<file path="config.mk">
export PLATFORM = sky130hd
export DESIGN_NAME = muteOneShot
export DESIGN_NICKNAME = d
export VERILOG_FILES = /design/src/rtl/muteTimerPkg.sv /design/src/rtl/muteTickEdge.sv /design/src/rtl/muteTimerCtrl.sv /design/src/rtl/muteTimerDp.sv /design/src/rtl/muteOneShot.sv
export SDC_FILE = /design/constraint.sdc
export NUM_CORES = 1
export LEC_CHECK = 0
export ABC_AREA = 1
export BUFFER_PORTS_ARGS = -buffer_cell sky130_fd_sc_hd__buf_2
export CAP_MARGIN = 20
export CORE_MARGIN = 3
export CORE_UTILIZATION = 25
export DETAILED_ROUTE_END_ITERATION = 6
export PLACE_DENSITY_LB_ADDON = 0.25
export SYNTH_ARGS = -nofsm -noshare
export SYNTH_HDL_FRONTEND = slang
export SYNTH_HIERARCHICAL = 1
export SYNTH_SLANG_ARGS = --single-unit
</file>
<file path="constraint.sdc">
create_clock -name clk -period 2.2 [get_ports clk]
set_clock_uncertainty 0.05 [all_clocks]
set_input_delay 0.11 -clock clk [delete_from_list [all_inputs] [get_ports clk]]
set_output_delay 0.11 -clock clk [all_outputs]
set_load 0.02 [all_outputs]
</file>
<file path="src/rtl/muteTimerPkg.sv">
package muteTimerPkg;
  localparam logic [1:0] MODE_NORMAL = 2'b00;

  typedef struct packed {
    logic load;      // reload the tick counter with a full period
    logic dec;       // take one tick off the counter
    logic takeLvl;   // capture the pulse level from the status bit
    logic showPulse; // route the pulse level to the output
  } muteStrobe_t;
endpackage

</file>
<file path="src/rtl/muteTickEdge.sv">
module muteTickEdge #(
  parameter bit TICK_IS_STROBE = 1'b0
) (
  input  logic clk,
  input  logic rstN,
  input  logic tickIn,
  output logic tickRise
);
  generate
    if (TICK_IS_STROBE) begin : g_strobe
      assign tickRise = tickIn;
    end else begin : g_edge
      logic tickPrev;
      always_ff @(posedge clk or negedge rstN) begin
        if (!rstN) tickPrev <= 1'b0;
        else       tickPrev <= tickIn;
      end
      assign tickRise = tickIn & ~tickPrev;
    end
  endgenerate
endmodule

</file>
<file path="src/rtl/muteTimerCtrl.sv">
module muteTimerCtrl
  import muteTimerPkg::*;
(
  input  logic        latchEvt,
  input  logic        reqBit,
  input  logic [1:0]  modeBits,
  input  logic        tickRise,
  input  logic        running,
  output muteStrobe_t strobe
);
  logic modeNormal;
  logic arm;

  always_comb begin
    modeNormal       = (modeBits == MODE_NORMAL);
    arm              = latchEvt & reqBit & modeNormal;
    strobe.load      = arm;
    strobe.dec       = tickRise & running & ~arm;
    strobe.takeLvl   = arm & ~running;
    strobe.showPulse = running & modeNormal;
  end
endmodule

</file>
<file path="src/rtl/muteTimerDp.sv">
module muteTimerDp
  import muteTimerPkg::*;
#(
  parameter int PULSE_TICKS = 15,
  localparam int CW = $clog2(PULSE_TICKS + 1)
) (
  input  logic          clk,
  input  logic          rstN,
  input  muteStrobe_t   strobe,
  input  logic          statusBit,
  output logic          running,
  output logic [CW-1:0] cnt,
  output logic          muteOut
);
  localparam logic [CW-1:0] FULL = CW'(PULSE_TICKS);

  logic pulseLvl;

  always_ff @(posedge clk or negedge rstN) begin
    if (!rstN) begin
      cnt      <= FULL;
      pulseLvl <= 1'b1;
    end else begin
      if (strobe.load)      cnt <= FULL;
      else if (strobe.dec)  cnt <= cnt - 1'b1;
      if (strobe.takeLvl)   pulseLvl <= ~statusBit;
    end
  end

  assign running = (cnt != '0);
  assign muteOut = strobe.showPulse ? pulseLvl : statusBit;
endmodule

</file>
<file path="src/rtl/muteOneShot.sv">
module muteOneShot
  import muteTimerPkg::*;
#(
  parameter int PULSE_TICKS    = 15,
  parameter bit TICK_IS_STROBE = 1'b0,
  localparam int CW = $clog2(PULSE_TICKS + 1)
) (
  input  logic       clk,
  input  logic       rstN,
  input  logic       tick50,
  input  logic       latchEvt,
  input  logic       reqBit,
  input  logic [1:0] modeBits,
  input  logic       statusBit,
  output logic       muteOut
);
  logic          tickRise;
  logic          running;
  logic [CW-1:0] cnt;
  muteStrobe_t   strobe;

  muteTickEdge #(.TICK_IS_STROBE(TICK_IS_STROBE)) u_edge (
    .clk(clk), .rstN(rstN), .tickIn(tick50), .tickRise(tickRise)
  );

  muteTimerCtrl u_ctrl (
    .latchEvt(latchEvt), .reqBit(reqBit), .modeBits(modeBits),
    .tickRise(tickRise), .running(running), .strobe(strobe)
  );

  muteTimerDp #(.PULSE_TICKS(PULSE_TICKS)) u_dp (
    .clk(clk), .rstN(rstN), .strobe(strobe), .statusBit(statusBit),
    .running(running), .cnt(cnt), .muteOut(muteOut)
  );
endmodule

</file>
==> load_flow_metrics.sql, run 1 <==
INSERT INTO impl_metrics (metric_group, metric, value, unit) VALUES
('run_status', 'status', 'finished clean', ''),
('timing', 'final.setup.worst_slack', '147.5', 'ps'),
('clocking', 'cts_inserted_buffers', '3', ''),
('power_and_ir_drop', 'power.ir.vdd_worst', '0.3830', 'mV'),
('power_and_ir_drop', 'sequentialPowerShare', '45.8', '%'),
('power_and_ir_drop', 'comb_power_share', '31.0', '%'),
('place', 'place.gp.congestion', '0.6995', ''),
('logic_synthesis', 'yosys-top-cells-area', 'sky130_fd_sc_hd__dfstp_2 37%, sky130_fd_sc_hd__inv_1 8.4%, sky130_fd_sc_hd__nand2_1 7.3%, sky130_fd_sc_hd__dfrtp_1 7.0%, sky130_fd_sc_hd__ha_1 7.0%', ''),
('timing', 'fin_setup_tns', '0', 'ps'),
('clocking', 'cts-root-buf', 'sky130_fd_sc_hd__clkbuf_4', ''),
('clocking', 'clock_tree.htree_level_count', '1', ''),
('power_and_ir_drop', 'pwr_density_cell', '999.4', 'mW/mm^2'),
('setup_path', 'path_max_fanout', '3', ''),
('final_layout', 'layout-drive-gt1-share', '36.21', '%'),
('logic_synthesis', 'synth_largest_type_area_fraction', '36.59', '%'),
('floorplanning', 'placeable_area', '0.001318', 'mm^2'),
('drt', 'number_of_vias_per_cell', '4.000', ''),
('setup_path', 'required_time_of_the_critical_path', '2040', 'ps'),
('drt', 'via_count_of_the_routed_design', '292', ''),
('clocking', 'tritoncts', 'yes', ''),
('logic_synthesis', 'syn-num-nets', '54', ''),
('global_routing', 'first_global_vias', '289', ''),
('logic_synthesis', 'synth.ff_latch_count', '6', ''),
('clocking', 'clock_insertion_delay_worst_skew', '240', 'ps'),
('timing', 'timing_hold_violations_final', '0', ''),
('power_and_ir_drop', 'p_leak', '0.0002363', 'uW'),
('floorplanning', 'fp.dieArea', '0.001927', 'mm^2'),
('setup_path', 'regToRegSetupSlack', '370', 'ps'),
('global_routing', 'first_pass_grt_wire_length', '1.173', 'mm'),
('timing', 'drv_slew', '0', ''),
('drt', 'detail_route.first_pass.iterations', '2', ''),
('floorplanning', 'die_x', '43.90', 'um'),
('global_routing', 'grt-ovfl-total', '0', ''),
('final_layout', 'layout_common_cells', '8 x sky130_fd_sc_hd__buf_2, 8 x sky130_fd_sc_hd__inv_1, 7 x sky130_fd_sc_hd__nand2_1', ''),
('logic_synthesis', 'yosys_warnings', '6', ''),
('final_layout', 'n_antenna_cell', '0', ''),
('setup_path', 'timing.critical_path.to_type', 'output port', ''),
('timing', 'finalSetupViolCount', '0', ''),
('setup_path', 'setup.worst_path.class', 'flip-flop to output port', ''),
('setup_path', 'regToRegEndpoint', 'u_dp/cnt[3]', ''),
('power_and_ir_drop', 'power.switching', '150.2', 'uW'),
('drt', 'drt-wirelength-per-cell', '9.233', 'um'),
('floorplanning', 'rows', '13', ''),
('drt', 'drt_first_iter_violations', '2', ''),
('logic_synthesis', 'synth_largest_area_cell', 'sky130_fd_sc_hd__dfstp_2', ''),
('run', 'maxCapViolCount', '0', ''),
('global_routing', 'grt_start_max_net_pins', '7', ''),
('clocking', 'clk_pin_slew', '50', 'ps'),
('setup_path', 'worstSetupStartpointType', 'flip-flop', ''),
('global_routing', 'track_usage', '8.791', '%'),
('setup_path', 'arrival', '1890', 'ps'),
('drt', 'drcViolationCount', '0', ''),
('timing', 'max_freq', '487.2', 'MHz'),
('clocking', 'cts-hold-fix-buffers', '3', ''),
('timing', 'finalWorstPathRequiredPeriod', '2053', 'ps'),
('floorplanning', 'initial_utilization', '27.26', '%'),
('clocking', 'cts.repair.resized', '0', ''),
('floorplanning', 'num_ports', '9', ''),
('clocking', 'post_cts_buffers', '0', ''),
('drt', 'postRouteWirelength', '674', 'um'),
('power_and_ir_drop', 'cell_internal_pwr', '316.2', 'uW'),
('place', 'pre_cts_slack', '363.6', 'ps'),
('logic_synthesis', 'synth_area_per_cell', '8.161', 'um^2'),
('clocking', 'cts_num_sinks', '6', ''),
('place', 'placement.io_buffers', '8', ''),
('setup_path', 'reg2reg_from', 'u_dp/cnt[0]', ''),
('logic_synthesis', 'synthesis.area', '359.1', 'um^2'),
('power_and_ir_drop', 'switching_share', '32.21', '%'),
('logic_synthesis', 'syn_inst', '44', ''),
('timing', 'setup_repair_after_global_routing_missed_its_margin', 'false', ''),
('setup_path', 'worstRegToRegCells', '10', '');
## Yosys cell counts, drive strengths merged
master / n
inv: 9
nand2: 7
nor2: 7
dfstp: 5
nand3: 5
a21oi: 3
ha: 2
o21ai: 2
buf: 1
dfrtp: 1
mux2: 1
nor3b: 1
## stage by stage
step / hold WS (ps) / area [um^2] / total power [uW] / utilization [%] / instances
final: 161.6 / 466.7 / 466.4 / 35.42 / 73
after global routing: 175.0 / 466.7 / 518.8 / 35.42 / 73
after CTS: 158.2 / 466.7 / 480.7 / 35.42 / 73
after detailed placement: -110.5 / 410.4 / 361.4 / 31.15 / 66
after global placement: -110.1 / 410.4 / 357.4 / 31.15 / 66
after floorplan: -235.6 / 359.1 / 319.1 / - / 44
## flip-flops by register name (all words and copies together), names as in the netlist
name / cells
u_dp/pulseLvl: 1
u_dp/cnt: 4
u_edge/g_edge.tickPrev: 1
## power by group through the flow
stage	Clock, uW	Sequential, uW	Combinational (uW)
finish	108	214	145
global route	122	223	174
CTS	116	214	150
detailed placement	0	215	146
global placement	0	215	142
floorplan	0	211	108
## logic make-up (layout without fill, tap and decap cells)
logic type,after synthesis,in the layout,share of synthesized area [%]
AOI/OAI and AO/OA,5,5,6.968
adders and majority gates,2,2,6.968
buffers and inverters,10,24,11.50
DFF,6,6,43.55
muxes,1,1,3.136
and+or+nand+nor,20,20,27.88
## how the worst max path moves through the flow
stage	endpoint	start	slack (ps)	cells after the start
after detailed placement	u_dp/cnt[3]	u_dp/cnt[0]	360	10
after global placement	u_dp/cnt[3]	u_dp/cnt[0]	400	10
after floorplan	muteOut	u_dp/cnt[0]	520	5
after global routing	muteOut	u_dp/cnt[0]	40	6
final	muteOut	u_dp/cnt[0]	150	6
after CTS	muteOut	u_dp/cnt[0]	130	6
## layout make-up
| class | instances | area (um^2) |
|---|---|---|
| fillers | 148 | 850.8 |
| multi-input cells | 28 | 161.4 |
| flip-flops and latches | 6 | 156.4 |
| repair buffers | 11 | 70.07 |
| inverters | 9 | 33.78 |
| clock buffers | 4 | 26.28 |
| well taps | 15 | 18.77 |
## layer usage
layer  wire length (um)  global-route usage, %  share of wire, %
met1                303                  10.83                45
met2                337                  12.50                50
met3                 33                  2.490               4.9
met4                  0                  7.229                 0
met5                  0                      0                 0
## worst max-delay path, stage by stage, from the launching register on
cell	delay, ps
sky130_fd_sc_hd__dfstp_2	550
sky130_fd_sc_hd__inv_1	70
sky130_fd_sc_hd__ha_1	200
sky130_fd_sc_hd__nand3_1	120
sky130_fd_sc_hd__nor3b_1	220
sky130_fd_sc_hd__mux2_1	330
sky130_fd_sc_hd__buf_2	160
Power figures use the tool's default switching activity.
==> inputs of run 2 (changes only) <==
Settings changed: SYNTH_HIERARCHICAL 1 to not set.
==> run 2 against run 1 <==
  * Cell count unchanged
  * Sequential power hardly changed
  * First-iteration DRC count up 100%
  * Die area rose by 3.0%
  * Clock power hardly changed
  * Sequential share of layout area fell by 0.70 points
  * Setup slack better by 310 ps
  * Global-route usage is 0.57 points lower
  * Fmax increased by 17%
  * Synthesized cell count unchanged
  * Flip-flop and latch count stayed put
  * Clock-buffer cell count is the same
  * Highest routed layer is now met4
==> load_flow_metrics.sql, run 2 <==
INSERT INTO impl_metrics (metric_group, metric, value, unit) VALUES
('run_status', 'status', 'finished clean', ''),
('setup_path', 'regToRegSetupSlack', '830', 'ps'),
('setup_path', 'crit_slowest_cell', 'sky130_fd_sc_hd__dfstp_2', ''),
('logic_synthesis', 'synthesis.area', '371.6', 'um^2'),
('final_layout', 'n_antenna_cell', '0', ''),
('power_and_ir_drop', 'power.ir.vdd_worst', '0.4634', 'mV'),
('place', 'placed_area', '430.4', 'um^2'),
('place', 'dp_hpwl', '553.4', 'um'),
('power_and_ir_drop', 'comb_power_share', '39.9', '%'),
('run', 'maxCapViolCount', '0', ''),
('logic_synthesis', 'netlist_top_cells_count', '12 x sky130_fd_sc_hd__nand2_1, 6 x sky130_fd_sc_hd__inv_1, 5 x sky130_fd_sc_hd__dfstp_2, 5 x sky130_fd_sc_hd__nand3_1', ''),
('setup_path', 'required_time_of_the_critical_path', '2040', 'ps'),
('global_routing', 'grt-ovfl-total', '0', ''),
('clocking', 'clk_pin_slew', '40', 'ps'),
('final_layout', 'final_net_count', '68', ''),
('clocking', 'cts_num_sinks', '6', ''),
('global_routing', 'track_usage', '8.223', '%'),
('setup_path', 'worstRegToRegCells', '7', ''),
('timing', 'finalWorstPathRequiredPeriod', '1747', 'ps'),
('global_routing', 'grt_start_max_net_pins', '8', ''),
('clocking', 'clockBufferDepth', '2', ''),
('floorplanning', 'rows', '13', ''),
('setup_path', 'crit_path_cell_trace', 'inv_1, ha_1, nand3_4, nand2_1, o21ai_0, buf_2', ''),
('logic_synthesis', 'synth_largest_area_cell', 'sky130_fd_sc_hd__dfstp_2', ''),
('logic_synthesis', 'postSynth.topFlopCell', 'sky130_fd_sc_hd__dfstp_2', ''),
('final_layout', 'fin_util', '35.31', '%'),
('clocking', 'tritoncts', 'yes', ''),
('clocking', 'cts-root-buf', 'sky130_fd_sc_hd__clkbuf_4', ''),
('logic_synthesis', 'synth_largest_type_area_fraction', '35.35', '%'),
('final_layout', 'layout_common_cells', '12 x sky130_fd_sc_hd__nand2_1, 8 x sky130_fd_sc_hd__buf_2, 6 x sky130_fd_sc_hd__inv_1', ''),
('setup_path', 'cpPeakStageDelay', '520', 'ps'),
('setup_path', 'reg2reg_from', 'u_dp.cnt[0]', ''),
('logic_synthesis', 'post_synth_num_cell_types', '16', ''),
('timing', 'max_slew_margin', '87.35', '%'),
('floorplanning', 'die_x', '44.56', 'um'),
('setup_path', 'crit_family', 'flip-flops', ''),
('timing', 'finalCritPeriodShare', '79.43', '%'),
('final_layout', 'top_flop_regs', 'u_dp.cnt: 4 flops, u_dp.pulseLvl: 1 flops, u_edge.g_edge.tickPrev: 1 flops', ''),
('timing', 'max_freq', '572.3', 'MHz'),
('setup_path', 'arrival', '1590', 'ps'),
('logic_synthesis', 'yosys-top-cells-area', 'sky130_fd_sc_hd__dfstp_2 35%, sky130_fd_sc_hd__nand2_1 12%, sky130_fd_sc_hd__nand3_4 9.4%, sky130_fd_sc_hd__dfrtp_1 6.7%, sky130_fd_sc_hd__nand3_1 6.7%', ''),
('setup_path', 'path_max_fanout', '4', ''),
('floorplanning', 'placeable_area', '0.001350', 'mm^2'),
('power_and_ir_drop', 'sequentialPowerShare', '40.1', '%'),
('power_and_ir_drop', 'switching_share', '36.78', '%'),
('power_and_ir_drop', 'power.switching', '198.4', 'uW'),
('clocking', 'cts.repair.resized', '0', ''),
('drt', 'postRouteWirelength', '670', 'um'),
('timing', 'worst-slew-pin-transition', '187.8', 'ps'),
('power_and_ir_drop', 'p_total', '539.5', 'uW'),
('final_layout', 'postLayoutCellArea', '476.7', 'um^2'),
('setup_path', 'critPathBufInv', '2', ''),
('power_and_ir_drop', 'cell_internal_pwr', '341.1', 'uW'),
('floorplanning', 'fp.dieArea', '0.001985', 'mm^2'),
('hold_path', 'whs_endpoint', 'u_dp.pulseLvl', ''),
('drt', 'number_of_vias_per_cell', '4.192', ''),
('clocking', 'clock_insertion_delay_worst_skew', '240', 'ps'),
('logic_synthesis', 'synth_area_per_cell', '8.446', 'um^2'),
('logic_synthesis', 'syn_inst', '44', ''),
('clocking', 'cts-hold-fix-buffers', '2', ''),
('global_routing', 'first_pass_grt_wire_length', '1.104', 'mm'),
('drt', 'drt-wirelength-per-cell', '9.178', 'um'),
('floorplanning', 'die-height', '44.56', 'um'),
('power_and_ir_drop', 'p_leak', '0.0002281', 'uW'),
('timing', 'fin_setup_tns', '0', 'ps'),
('final_layout', 'layout-drive-gt1-share', '41.38', '%'),
('final_layout', 'register_ranked_first_by_flip_flop_count', 'u_dp.cnt', ''),
('global_routing', 'grt_antenna_before_repair', '0', ''),
('clocking', 'cts_inserted_buffers', '3', ''),
('floorplanning', 'num_ports', '9', ''),
('drt', 'via_count_of_the_routed_design', '306', ''),
('place', 'place.gp.congestion', '0.6420', ''),
('final_layout', 'layout_commonest_cell', 'sky130_fd_sc_hd__nand2_1', ''),
('place', 'placement.io_buffers', '8', ''),
('logic_synthesis', 'yosys_warnings', '0', ''),
('setup_path', 'worstSetupStartpointType', 'flip-flop', ''),
('final_layout', 'number_of_flip_flops_in_the_largest_register', '4', ''),
('logic_synthesis', 'synth.ff_latch_count', '6', ''),
('logic_synthesis', 'synth_sequential_area_ratio', '42.09', '%'),
('floorplanning', 'initial_utilization', '27.53', '%'),
('timing', 'timing_hold_violations_final', '0', ''),
('global_routing', 'first_global_vias', '304', ''),
('logic_synthesis', 'synth_async_sr_flop_share', '100.0', '%'),
('setup_path', 'timing.critical_path.to_type', 'output port', ''),
('hold_path', 'hold_path.class', 'input pin to flip-flop', ''),
('clocking', 'post_cts_buffers', '0', ''),
('timing', 'drv_slew', '0', ''),
('power_and_ir_drop', 'clkPwrFrac', '19.9', '%'),
('logic_synthesis', 'syn-num-nets', '53', ''),
('drt', 'detail_route.first_pass.iterations', '4', ''),
('drt', 'drt_first_iter_violations', '4', ''),
('setup_path', 'setup.worst_path.class', 'flip-flop to output port', ''),
('hold_path', 'hold_path.startpoint', 'statusBit', ''),
('clocking', 'clock_tree.htree_level_count', '1', ''),
('final_layout', 'area_growth_syn_to_layout', '28.28', '%'),
('hold_path', 'min_path_cells', '4', ''),
('setup_path', 'regToRegEndpoint', 'u_dp.cnt[1]', ''),
('drt', 'drcViolationCount', '0', ''),
('final_layout', 'nFillCells', '150', ''),
('timing', 'setup_repair_after_global_routing_missed_its_margin', 'false', ''),
('logic_synthesis', 'synth-edff-count', '0', ''),
('timing', 'finalSetupViolCount', '0', ''),
('drt', 'post_detailed_route_count_of_antenna_violating_nets', '0', ''),
('power_and_ir_drop', 'pwr_density_cell', '1132', 'mW/mm^2'),
('logic_synthesis', 'synth.most_common_cell', 'sky130_fd_sc_hd__nand2_1', '');
run 2: metal layers:
layer | global-route usage (%) | wire length (um)
met5 | 0 | 0
met4 | 10.84 | 13
met3 | 1.220 | 43
met2 | 13.18 | 326
met1 | 7.843 | 286
run 2: layout make-up:
type | count | area, um^2 | share of cell area, %
repair buffers | 10 | 60.06 | 12.60
multi-input cells | 31 | 188.9 | 39.63
inverters | 7 | 26.28 | 5.512
well taps | 15 | 18.77 | 3.937
clock buffers | 4 | 26.28 | 5.512
flip-flops and latches | 6 | 156.4 | 32.81
run 2: cells by family (layout without fill, tap and decap cells):
kind of cell | count (synthesis) | count (layout) | share of synthesized area (%)
adders and majority gates | 1 | 1 | 3.366
AOI/OAI and AO/OA | 4 | 4 | 5.387
buffers and inverters | 7 | 21 | 7.069
and+or+nand+nor | 26 | 26 | 42.08
DFF | 6 | 6 | 42.09
run 2: worst max-delay path by stage:
stage	slack (ps)	startpoint	end	cells after the start
floorplan	580	u_dp.cnt[0]	muteOut	5
global placement	720	u_dp.cnt[0]	muteOut	6
detailed placement	690	u_dp.cnt[0]	muteOut	6
CTS	420	u_dp.cnt[0]	muteOut	6
global route	320	u_dp.cnt[0]	muteOut	6
finish	450	u_dp.cnt[0]	muteOut	6
run 2: power by group through the flow:
| stage | logic, uW | clock network [uW] | registers [uW] |
|---|---|---|---|
| after floorplan | 175 | 0 | 211 |
| after global placement | 210 | 0 | 217 |
| after detailed placement | 217 | 0 | 219 |
| after CTS | 221 | 116 | 217 |
| after global routing | 242 | 127 | 219 |
| final | 215 | 107 | 217 |
run 2: worst reg2reg max path, cell delays in order (launching register included):
cell	delay [ps]
sky130_fd_sc_hd__dfstp_2	520
sky130_fd_sc_hd__inv_1	70
sky130_fd_sc_hd__ha_1	250
sky130_fd_sc_hd__nand3_4	120
sky130_fd_sc_hd__nand2_2	80
sky130_fd_sc_hd__nand2_4	80
sky130_fd_sc_hd__nand2_1	50
sky130_fd_sc_hd__o21ai_1	70
run 2: stage by stage:
step	instances	setup WS [ps]	hold slack [ps]
after global placement	67	722.4	-112.0
final	73	452.6	89.06
after global routing	73	321.9	108.6
after floorplan	44	576.1	-235.6
after detailed placement	67	691.9	-108.0
after CTS	73	421.2	84.04
